[src/rtl/miss_redirect_ctrl.sv]
module miss_redirect_ctrl #(
  parameter int DW   = 32,
  parameter int RW   = 16,
  parameter int EW   = 48,
  parameter int NTAG = 4,
  parameter int MAXE = 8,
  parameter int WIN  = 64,
  parameter int LW   = 8,
  localparam int TW  = (NTAG > 1) ? $clog2(NTAG) : 1,
  localparam int CW  = $clog2(MAXE + 1)
) (
  input  logic          clk,
  input  logic          rst_n,
  input  logic          in_valid,
  output logic          in_ready,
  input  logic          in_hit,
  input  logic [DW-1:0] in_desc,
  input  logic [RW-1:0] in_result,
  input  logic          pri_up,
  input  logic          bak_up,
  output logic          rd_valid,
  output logic          rd_backup,
  output logic [TW-1:0] rd_tag,
  output logic [DW-1:0] rd_desc,
  input  logic          rsp_valid,
  output logic          rsp_ready,
  input  logic [TW-1:0] rsp_tag,
  input  logic [RW-1:0] rsp_result,
  input  logic [CW-1:0] rsp_count,
  input  logic          ent_valid,
  input  logic [EW-1:0] ent_data,
  output logic          inst_valid,
  output logic [EW-1:0] inst_data,
  output logic          out_valid,
  output logic [DW-1:0] out_desc,
  output logic [RW-1:0] out_result,
  input  logic [LW-1:0] miss_limit,
  output logic          dl_req
);

  localparam int WW = (WIN > 1) ? $clog2(WIN) : 1;
  localparam int MW = LW + 1;

  logic [NTAG-1:0] busy;
  logic [DW-1:0]   held [NTAG];
  logic            have_free;
  logic [TW-1:0]   free_tag;
  logic            streaming;
  logic [CW-1:0]   remain;
  logic            turn;
  logic [WW-1:0]   win_cnt;
  logic [MW-1:0]   miss_cnt, miss_base, miss_nxt;

  always_comb begin
    have_free = 1'b0;
    free_tag  = '0;
    for (int i = NTAG - 1; i >= 0; i--) begin
      if (!busy[i]) begin
        have_free = 1'b1;
        free_tag  = TW'(i);
      end
    end
  end

  wire rsp_fire  = rsp_valid && rsp_ready;
  wire in_fire   = in_valid && in_ready;
  wire miss_fire = in_fire && !in_hit;
  wire hit_fire  = in_fire && in_hit;
  wire to_bak    = bak_up && (!pri_up || turn);

  assign rsp_ready = !streaming;
  assign in_ready  = !rsp_fire && (in_hit || have_free);

  assign miss_base = (win_cnt == '0) ? '0 : miss_cnt;
  assign miss_nxt  = (miss_base == '1) ? miss_base : miss_base + MW'(miss_fire);

  always_ff @(posedge clk) begin
    if (miss_fire) held[free_tag] <= in_desc;
  end

  always_ff @(posedge clk) begin
    if (!rst_n) begin
      busy       <= '0;
      turn       <= 1'b0;
      streaming  <= 1'b0;
      remain     <= '0;
      rd_valid   <= 1'b0;
      rd_backup  <= 1'b0;
      rd_tag     <= '0;
      rd_desc    <= '0;
      out_valid  <= 1'b0;
      out_desc   <= '0;
      out_result <= '0;
      inst_valid <= 1'b0;
      inst_data  <= '0;
      win_cnt    <= '0;
      miss_cnt   <= '0;
      dl_req     <= 1'b0;
    end else begin
      if (miss_fire) busy[free_tag] <= 1'b1;
      if (rsp_fire)  busy[rsp_tag]  <= 1'b0;
      if (miss_fire && pri_up && bak_up) turn <= ~turn;

      rd_valid <= miss_fire;
      if (miss_fire) begin
        rd_backup <= to_bak;
        rd_tag    <= free_tag;
        rd_desc   <= in_desc;
      end

      out_valid <= rsp_fire || hit_fire;
      if (rsp_fire) begin
        out_desc   <= held[rsp_tag];
        out_result <= rsp_result;
      end else if (hit_fire) begin
        out_desc   <= in_desc;
        out_result <= in_result;
      end

      if (rsp_fire) begin
        streaming <= (rsp_count != '0);
        remain    <= rsp_count;
      end else if (streaming && ent_valid) begin
        remain <= remain - CW'(1);
        if (remain == CW'(1)) streaming <= 1'b0;
      end
      inst_valid <= streaming && ent_valid;
      if (streaming && ent_valid) inst_data <= ent_data;

      win_cnt  <= (win_cnt == WW'(WIN - 1)) ? '0 : win_cnt + WW'(1);
      miss_cnt <= miss_nxt;
      dl_req   <= miss_fire && (miss_nxt == ({1'b0, miss_limit} + MW'(1)));
    end
  end

endmodule


[config.mk]
export PLATFORM = sky130hd
export DESIGN_NAME = miss_redirect_ctrl
export DESIGN_NICKNAME = d
export VERILOG_FILES = /design/src/rtl/miss_redirect_ctrl.sv
export SDC_FILE = /design/constraint.sdc
export NUM_CORES = 1
export LEC_CHECK = 0
export ABC_AREA = 1
export BUFFER_PORTS_ARGS = -buffer_cell sky130_fd_sc_hd__buf_2
export CORE_ASPECT_RATIO = 0.9
export CORE_MARGIN = 5
export CORE_UTILIZATION = 53
export CTS_BUF_LIST = sky130_fd_sc_hd__clkbuf_16
export DETAILED_ROUTE_END_ITERATION = 10
export GPL_ROUTABILITY_DRIVEN = 0
export GPL_TIMING_DRIVEN = 1
export HOLD_SLACK_MARGIN = 0.02
export PLACE_DENSITY = 0.79
export SYNTH_ARGS = -nofsm -noshare
export SYNTH_HDL_FRONTEND = slang
export SYNTH_SLANG_ARGS = --single-unit
export TNS_END_PERCENT = 50
[constraint.sdc]
create_clock -name clk -period 4.1 [get_ports clk]
set_clock_uncertainty 0.1 [all_clocks]
set_input_delay 0 -clock clk [delete_from_list [all_inputs] [get_ports clk]]
set_output_delay 0 -clock clk [all_outputs]
set_load 0.005 [all_outputs]
==> metrics.yaml, run 1 <==
place:
  hpwl_mm: 18.7
  port_buffers: 270
  dpl_cell_area_um2: 12700
drt:
  ant_nets: 0
  vias: 10100
  routedWlPerCell_um: 17.9
  dr_wl_met3_mm: 2.56
  firstDrtPassIters: 6
  wirelength_mm: 32.6
  via_per_inst: 5.52
  top_layer_used: "met4"
  wl_met2_mm: 16.1
  drc: 0
  drt-met1-wl_mm: 12.7
  drt-initial-drc-count: 929
sta:
  setup_violations: 0
  rsz0062_at_grt: "false"
  slew_violations: 0
  min_period_ns: 3.71
  hold_ws_ns: 0.119
  period_share_pct: 90.6
  relSlewSlack_pct: 15.1
  max_freq_mhz: 269
  setup_tns_ns: 0
  worst_pin_slew_ns: 1.27
  final_hold_viol_count: 0
global_routing:
  grt_max_degree: 91
  grt_pass1_vias: 10100
  grt_antenna_before_repair: 0
  grt_overflow: 0
  grt_first_pass_wirelength_mm: 51.4
  track_usage_pct: 26.0
yosys:
  synth_most_common_cell: "nor2_1"
  postSynth.asyncResetShare_pct: 0
  synth_edf_count: 128
  syn_avg_cell_area_um2: 9.75
  synth_area_leaders: "edfxtp_1, dfxtp_1, nor2_1"
  synth-seq-cells: 288
  syn-cell-area_um2: 11200
  syn_nets: 1290
  syn_inst: 1149
  synth_ff_type: "dfxtp_1"
  synth_top_cell_area_share_pct: 34.3
  synthTopCellsByCount: "nor2_1, dfxtp_1, nand2_1"
  ys_types: 37
  synth_top_area_cell: "edfxtp_1"
  ys_seq_area_share_pct: 62.9
  synth_warnings: 0
cts:
  cts_made_buffers: 28
  ctsHoldBuffers: 128
  cts_root_buffer: "clkbuf_16"
  post_cts_buffers: 0
  cts_buffer_depth: 3
  clkLatencyLatePin_ns: 0.53
  cts_tree: "built"
  ctsResizeCount: 0
  cts.htree.levels: 1
  clock_sinks: 288
  clkTransAtPathRegs_ns: 0.06
setup_path:
  crit_chain: "nor2_4, clkinv_2, nand2_1, nor3_4, ha_1, ha_1, inv_1, nor2_1, xor2_1, nand2_1, xor2_1, nand3_1, dlygate4sd3_1, nor2_1, dlygate4sd3_1"
  cpPeakStageDelay_ns: 0.56
  arrival_ns: 4.09
  cp_num_buf_inv: 4
  r2r_cells: 15
  end_kind: "flip-flop"
  critPathTopFamily: "buffers and inverters"
  path_depth: 15
  worstSetupStartpointType: "flip-flop"
  crit_type: "reg2reg"
  required_ns: 4.48
  slowest_stage: "dlygate4sd3_1"
  path_max_fanout: 19
finish:
  diodes: 0
  fin_nets: 1656
  drive_gt1_share_pct: 22.8
  syn_to_final_growth_pct: 33.7
  fin_area_um2: 15000
floorplan:
  rows: 50
  initial_core_util_pct: 53.8
  die_h_um: 148
  io_pins: 271
  dieArea_um2: 24200
  core_um2: 20800
  die_x_um: 163
status:
  status: "finished clean"
hold_path:
  hold_depth: 6
  min-delay-path-class: "in2reg"
pwr:
  total_power_mw: 6.65
  netSwitchingPower_mw: 1.58
  p_comb_share_pct: 12.1
  intPower_mw: 5.06
  power_density_nw_per_um2: 444
  ir_drop_uv: 367
  clock_power_share_pct: 39.7
  p_seq_share_pct: 48.1
  p_sw_share_pct: 23.8
  leakage_nw: 6.24
flow_run:
  cap_violations: 0
==> sequential cells by signal, indices dropped and copies added, names as in the netlist, 2 cells and up <==
name and cells:
held 128, rd_tag 2, out_desc 32, busy 4
out_result 16, rd_desc 32, miss_cnt 9, win_cnt 6
inst_data 48, remain 4
==> logic make-up (layout without fill, tap and decap cells) <==
kind of cell	Yosys count	after routing	synth area share (%)
buffers and inverters	115	503	4.18
adder cells (fa/ha/maj)	7	7	0.782
flip-flops	288	288	62.9
AND/OR/NAND/NOR	450	450	16.6
XOR/XNOR	11	11	0.860
AO/OA/AOI/OAI	278	278	14.7
==> routing by layer <==
metal	up-vias	GRT usage, %
met5	-	0
met4	0	9.64
met3	98	4.88
met2	493	45.8
met1	4767	31.9
li1	4702	-
==> worst paths after layout <==
| check | startpoint | slack (ns) | endpoint |
|---|---|---|---|
| setup / recovery | streaming | 0.39 | dl_req |
| hold / removal | rsp_tag[1] | 0.12 | out_desc[12] |
| setup reg to reg | streaming | 0.39 | dl_req |
| hold reg to reg | out_result[13] | 0.36 | out_result[13] |
==> area by class of cell <==
class | instances | area [µm²]
well taps | 286 | 358
fillers | 1449 | 5860
clock buffers | 29 | 726
multi-input cells | 746 | 3750
inverters | 43 | 163
flip-flops and latches | 288 | 7050
clock inverters | 23 | 223
repair buffers | 408 | 2710
==> worst reg2reg max path: stages, from the launching register on <==
cell and delay, ns:
dfxtp_1 0.41, nor2_4 0.06, clkinv_2 0.21, nand2_1 0.17, nor3_4 0.27, ha_1 0.24, ha_1 0.20, inv_1 0.06
nor2_1 0.19, xor2_1 0.20, nand2_1 0.10, xor2_1 0.15, nand3_1 0.08, dlygate4sd3_1 0.56, nor2_1 0.10, dlygate4sd3_1 0.54
==> cells in the final DEF, fill, tap and decap left out, types with 36 or more instances in the layout <==
cell             n
dfxtp_1        160
nor2_1         254
dlygate4sd3_1  128
edfxtp_1       128
o21ai_0        108
buf_2          270
inv_1           48
nand2_1        140
a21oi_1         66
a22oi_1         36
==> power groups by stage <==
stage               clock [mW]  sequential [mW]  combinational (mW)
floorplan                    0             3.26               0.358
global placement             0             3.25               0.653
detailed placement           0             3.26               0.673
CTS                       2.67             3.20               0.786
global route              2.81             3.21               0.886
finish                    2.64             3.20               0.807
==> stage by stage <==
| step | setup WS (ns) | std cells | util, % |
|---|---|---|---|
| 2_1_floorplan | 1.09 | 1149 | - |
| 3_3_place_gp | 1.35 | 1643 | 61.2 |
| 3_5_place_dp | 1.30 | 1643 | 61.2 |
| 4_1_cts | 0.422 | 1823 | 71.9 |
| 5_1_grt | 0.112 | 1823 | 71.9 |
| 6_report | 0.387 | 1823 | 71.9 |
Note: power is estimated with default switching activity, not from simulation.
==> inputs of run 2 (changes only) <==
Settings changed: BUFFER_PORTS_ARGS -buffer_cell sky130_fd_sc_hd__buf_2 to not set, CORE_UTILIZATION 53 to 58, DONT_BUFFER_PORTS set to 1, PLACE_DENSITY 0.79 to 0.74.
==> metrics.yaml, run 2 (synthesized netlist as in run 1, its figures left out) <==
floorplan:
  die_x_um: 157
  initial_core_util_pct: 58.7
  core_um2: 19100
  die_h_um: 142
  rows: 48
  dieArea_um2: 22200
  io_pins: 271
sta:
  rsz0062_at_grt: "false"
  final_hold_viol_count: 0
  slew_violations: 0
  setup_tns_ns: 0
  max_freq_mhz: 269
  min_period_ns: 3.72
  relSlewSlack_pct: 20.3
  period_share_pct: 90.8
  setup_violations: 0
  worst_pin_slew_ns: 1.19
drt:
  drt-initial-drc-count: 906
  vias: 8849
  via_per_inst: 5.73
  routedWlPerCell_um: 19.1
  ant_nets: 0
  firstDrtPassIters: 5
  drc: 0
  wirelength_mm: 29.5
finish:
  top_register: "held"
  largest_register_ffs: 128
  fin_nets: 1412
  mostFrequentLayoutCell: "nor2_1"
  fillers: 1300
  final_cell_mix: "nor2_1, dfxtp_1, dlygate4sd3_1"
  drive_gt1_share_pct: 6.73
  syn_to_final_growth_pct: 23.6
  reg.largest.list: "held: 128 flops, inst_data: 48 flops"
cts:
  clkTransAtPathRegs_ns: 0.06
  cts.htree.levels: 1
  cts_buffer_depth: 3
  clkLatencyLatePin_ns: 0.53
  cts_root_buffer: "clkbuf_16"
  cts_made_buffers: 28
  clock_sinks: 288
  cts_tree: "built"
  post_cts_buffers: 0
setup_path:
  path_max_fanout: 37
  required_ns: 4.47
  end_kind: "flip-flop"
  arrival_ns: 4.10
  worstSetupStartpointType: "flip-flop"
  crit_type: "reg2reg"
  r2r_cells: 17
global_routing:
  grt_antenna_before_repair: 1
  grt_first_pass_wirelength_mm: 45.4
  grt_max_degree: 91
  track_usage_pct: 25.4
  grt_pass1_vias: 8722
  grt_overflow: 0
place:
  hpwl_mm: 16.7
  port_buffers: 0
hold_path:
  hold_depth: 3
  min-delay-path-class: "in2reg"
pwr:
  power_density_nw_per_um2: 460
  leakage_nw: 5.12
  total_power_mw: 6.37
  ir_drop_uv: 349
status:
  status: "finished clean"
flow_run:
  cap_violations: 0
## run 2: timing repair
action                     in CTS  in global routing
resized for setup               0                  4
hold endpoints to repair      287                  0
setup endpoints to repair       0                  1
hold buffers                  156                  0
## run 2: power breakdown
part / internal, mW / total [mW] / switching, mW / leakage (nW)
sequential: 3.13 / 3.23 / 0.0999 / 2.47
combinational: 0.268 / 0.640 / 0.372 / 2.17
clock: 1.44 / 2.49 / 1.05 / 0.470
## run 2: through the flow
stage | hold slack (ns) | util (%) | setup WS, ns | cells | instance area (µm²)
global route | 0.0451 | 72.5 | 0.0370 | 1543 | 13800
floorplan | -0.00113 | - | 1.09 | 1149 | 11200
detailed placement | -0.000703 | 59.3 | 1.13 | 1335 | 11300
finish | 0.0354 | 72.5 | 0.376 | 1544 | 13900
CTS | 0.0253 | 72.5 | 0.268 | 1543 | 13800
global placement | -0.000697 | 59.3 | 1.17 | 1335 | 11300
## run 2: cell type report
class                   instances  area [µm²]  area share, %
repair buffers                164        1670           12.1
flip-flops and latches        288        7050           50.9
clock buffers                  30         751           5.42
well taps                     250         313           2.26
diodes                          1        2.50         0.0181
inverters                      43         163           1.17
multi-input cells             746        3750           27.1
clock inverters                22         156           1.13
## run 2: final timing paths
| path | start | end | slack (ns) |
|---|---|---|---|
| setup / recovery | streaming | dl_req | 0.38 |
| hold reg to reg | turn | turn | 0.38 |
| hold / removal | rsp_tag[1] | busy[1] | 0.04 |
| setup reg to reg | streaming | dl_req | 0.38 |
## run 2: metal layers
metal	part of all wire (%)	GRT usage [%]	wire [µm]
met4	2.5	7.08	750
met1	40	32.4	11900
met2	49	43.7	14400
met5	0.044	0	13
met3	8.5	5.86	2500
## run 2: critical path, cell delays in order (launching register included)
cell and delay, ns:
dfxtp_1 0.40, nor2_4 0.06, clkinv_2 0.18, nand2_1 0.14, nor3_4 0.11, dlygate4sd3_1 0.64, buf_12 0.22, ha_1 0.21
nand2_1 0.09, nor2_4 0.17, xor2_1 0.22, nand2_1 0.12, nand2_1 0.07, o21ai_1 0.05, dlygate4sd3_1 0.57, nor2_1 0.14
nand3_1 0.09, nor2_1 0.08
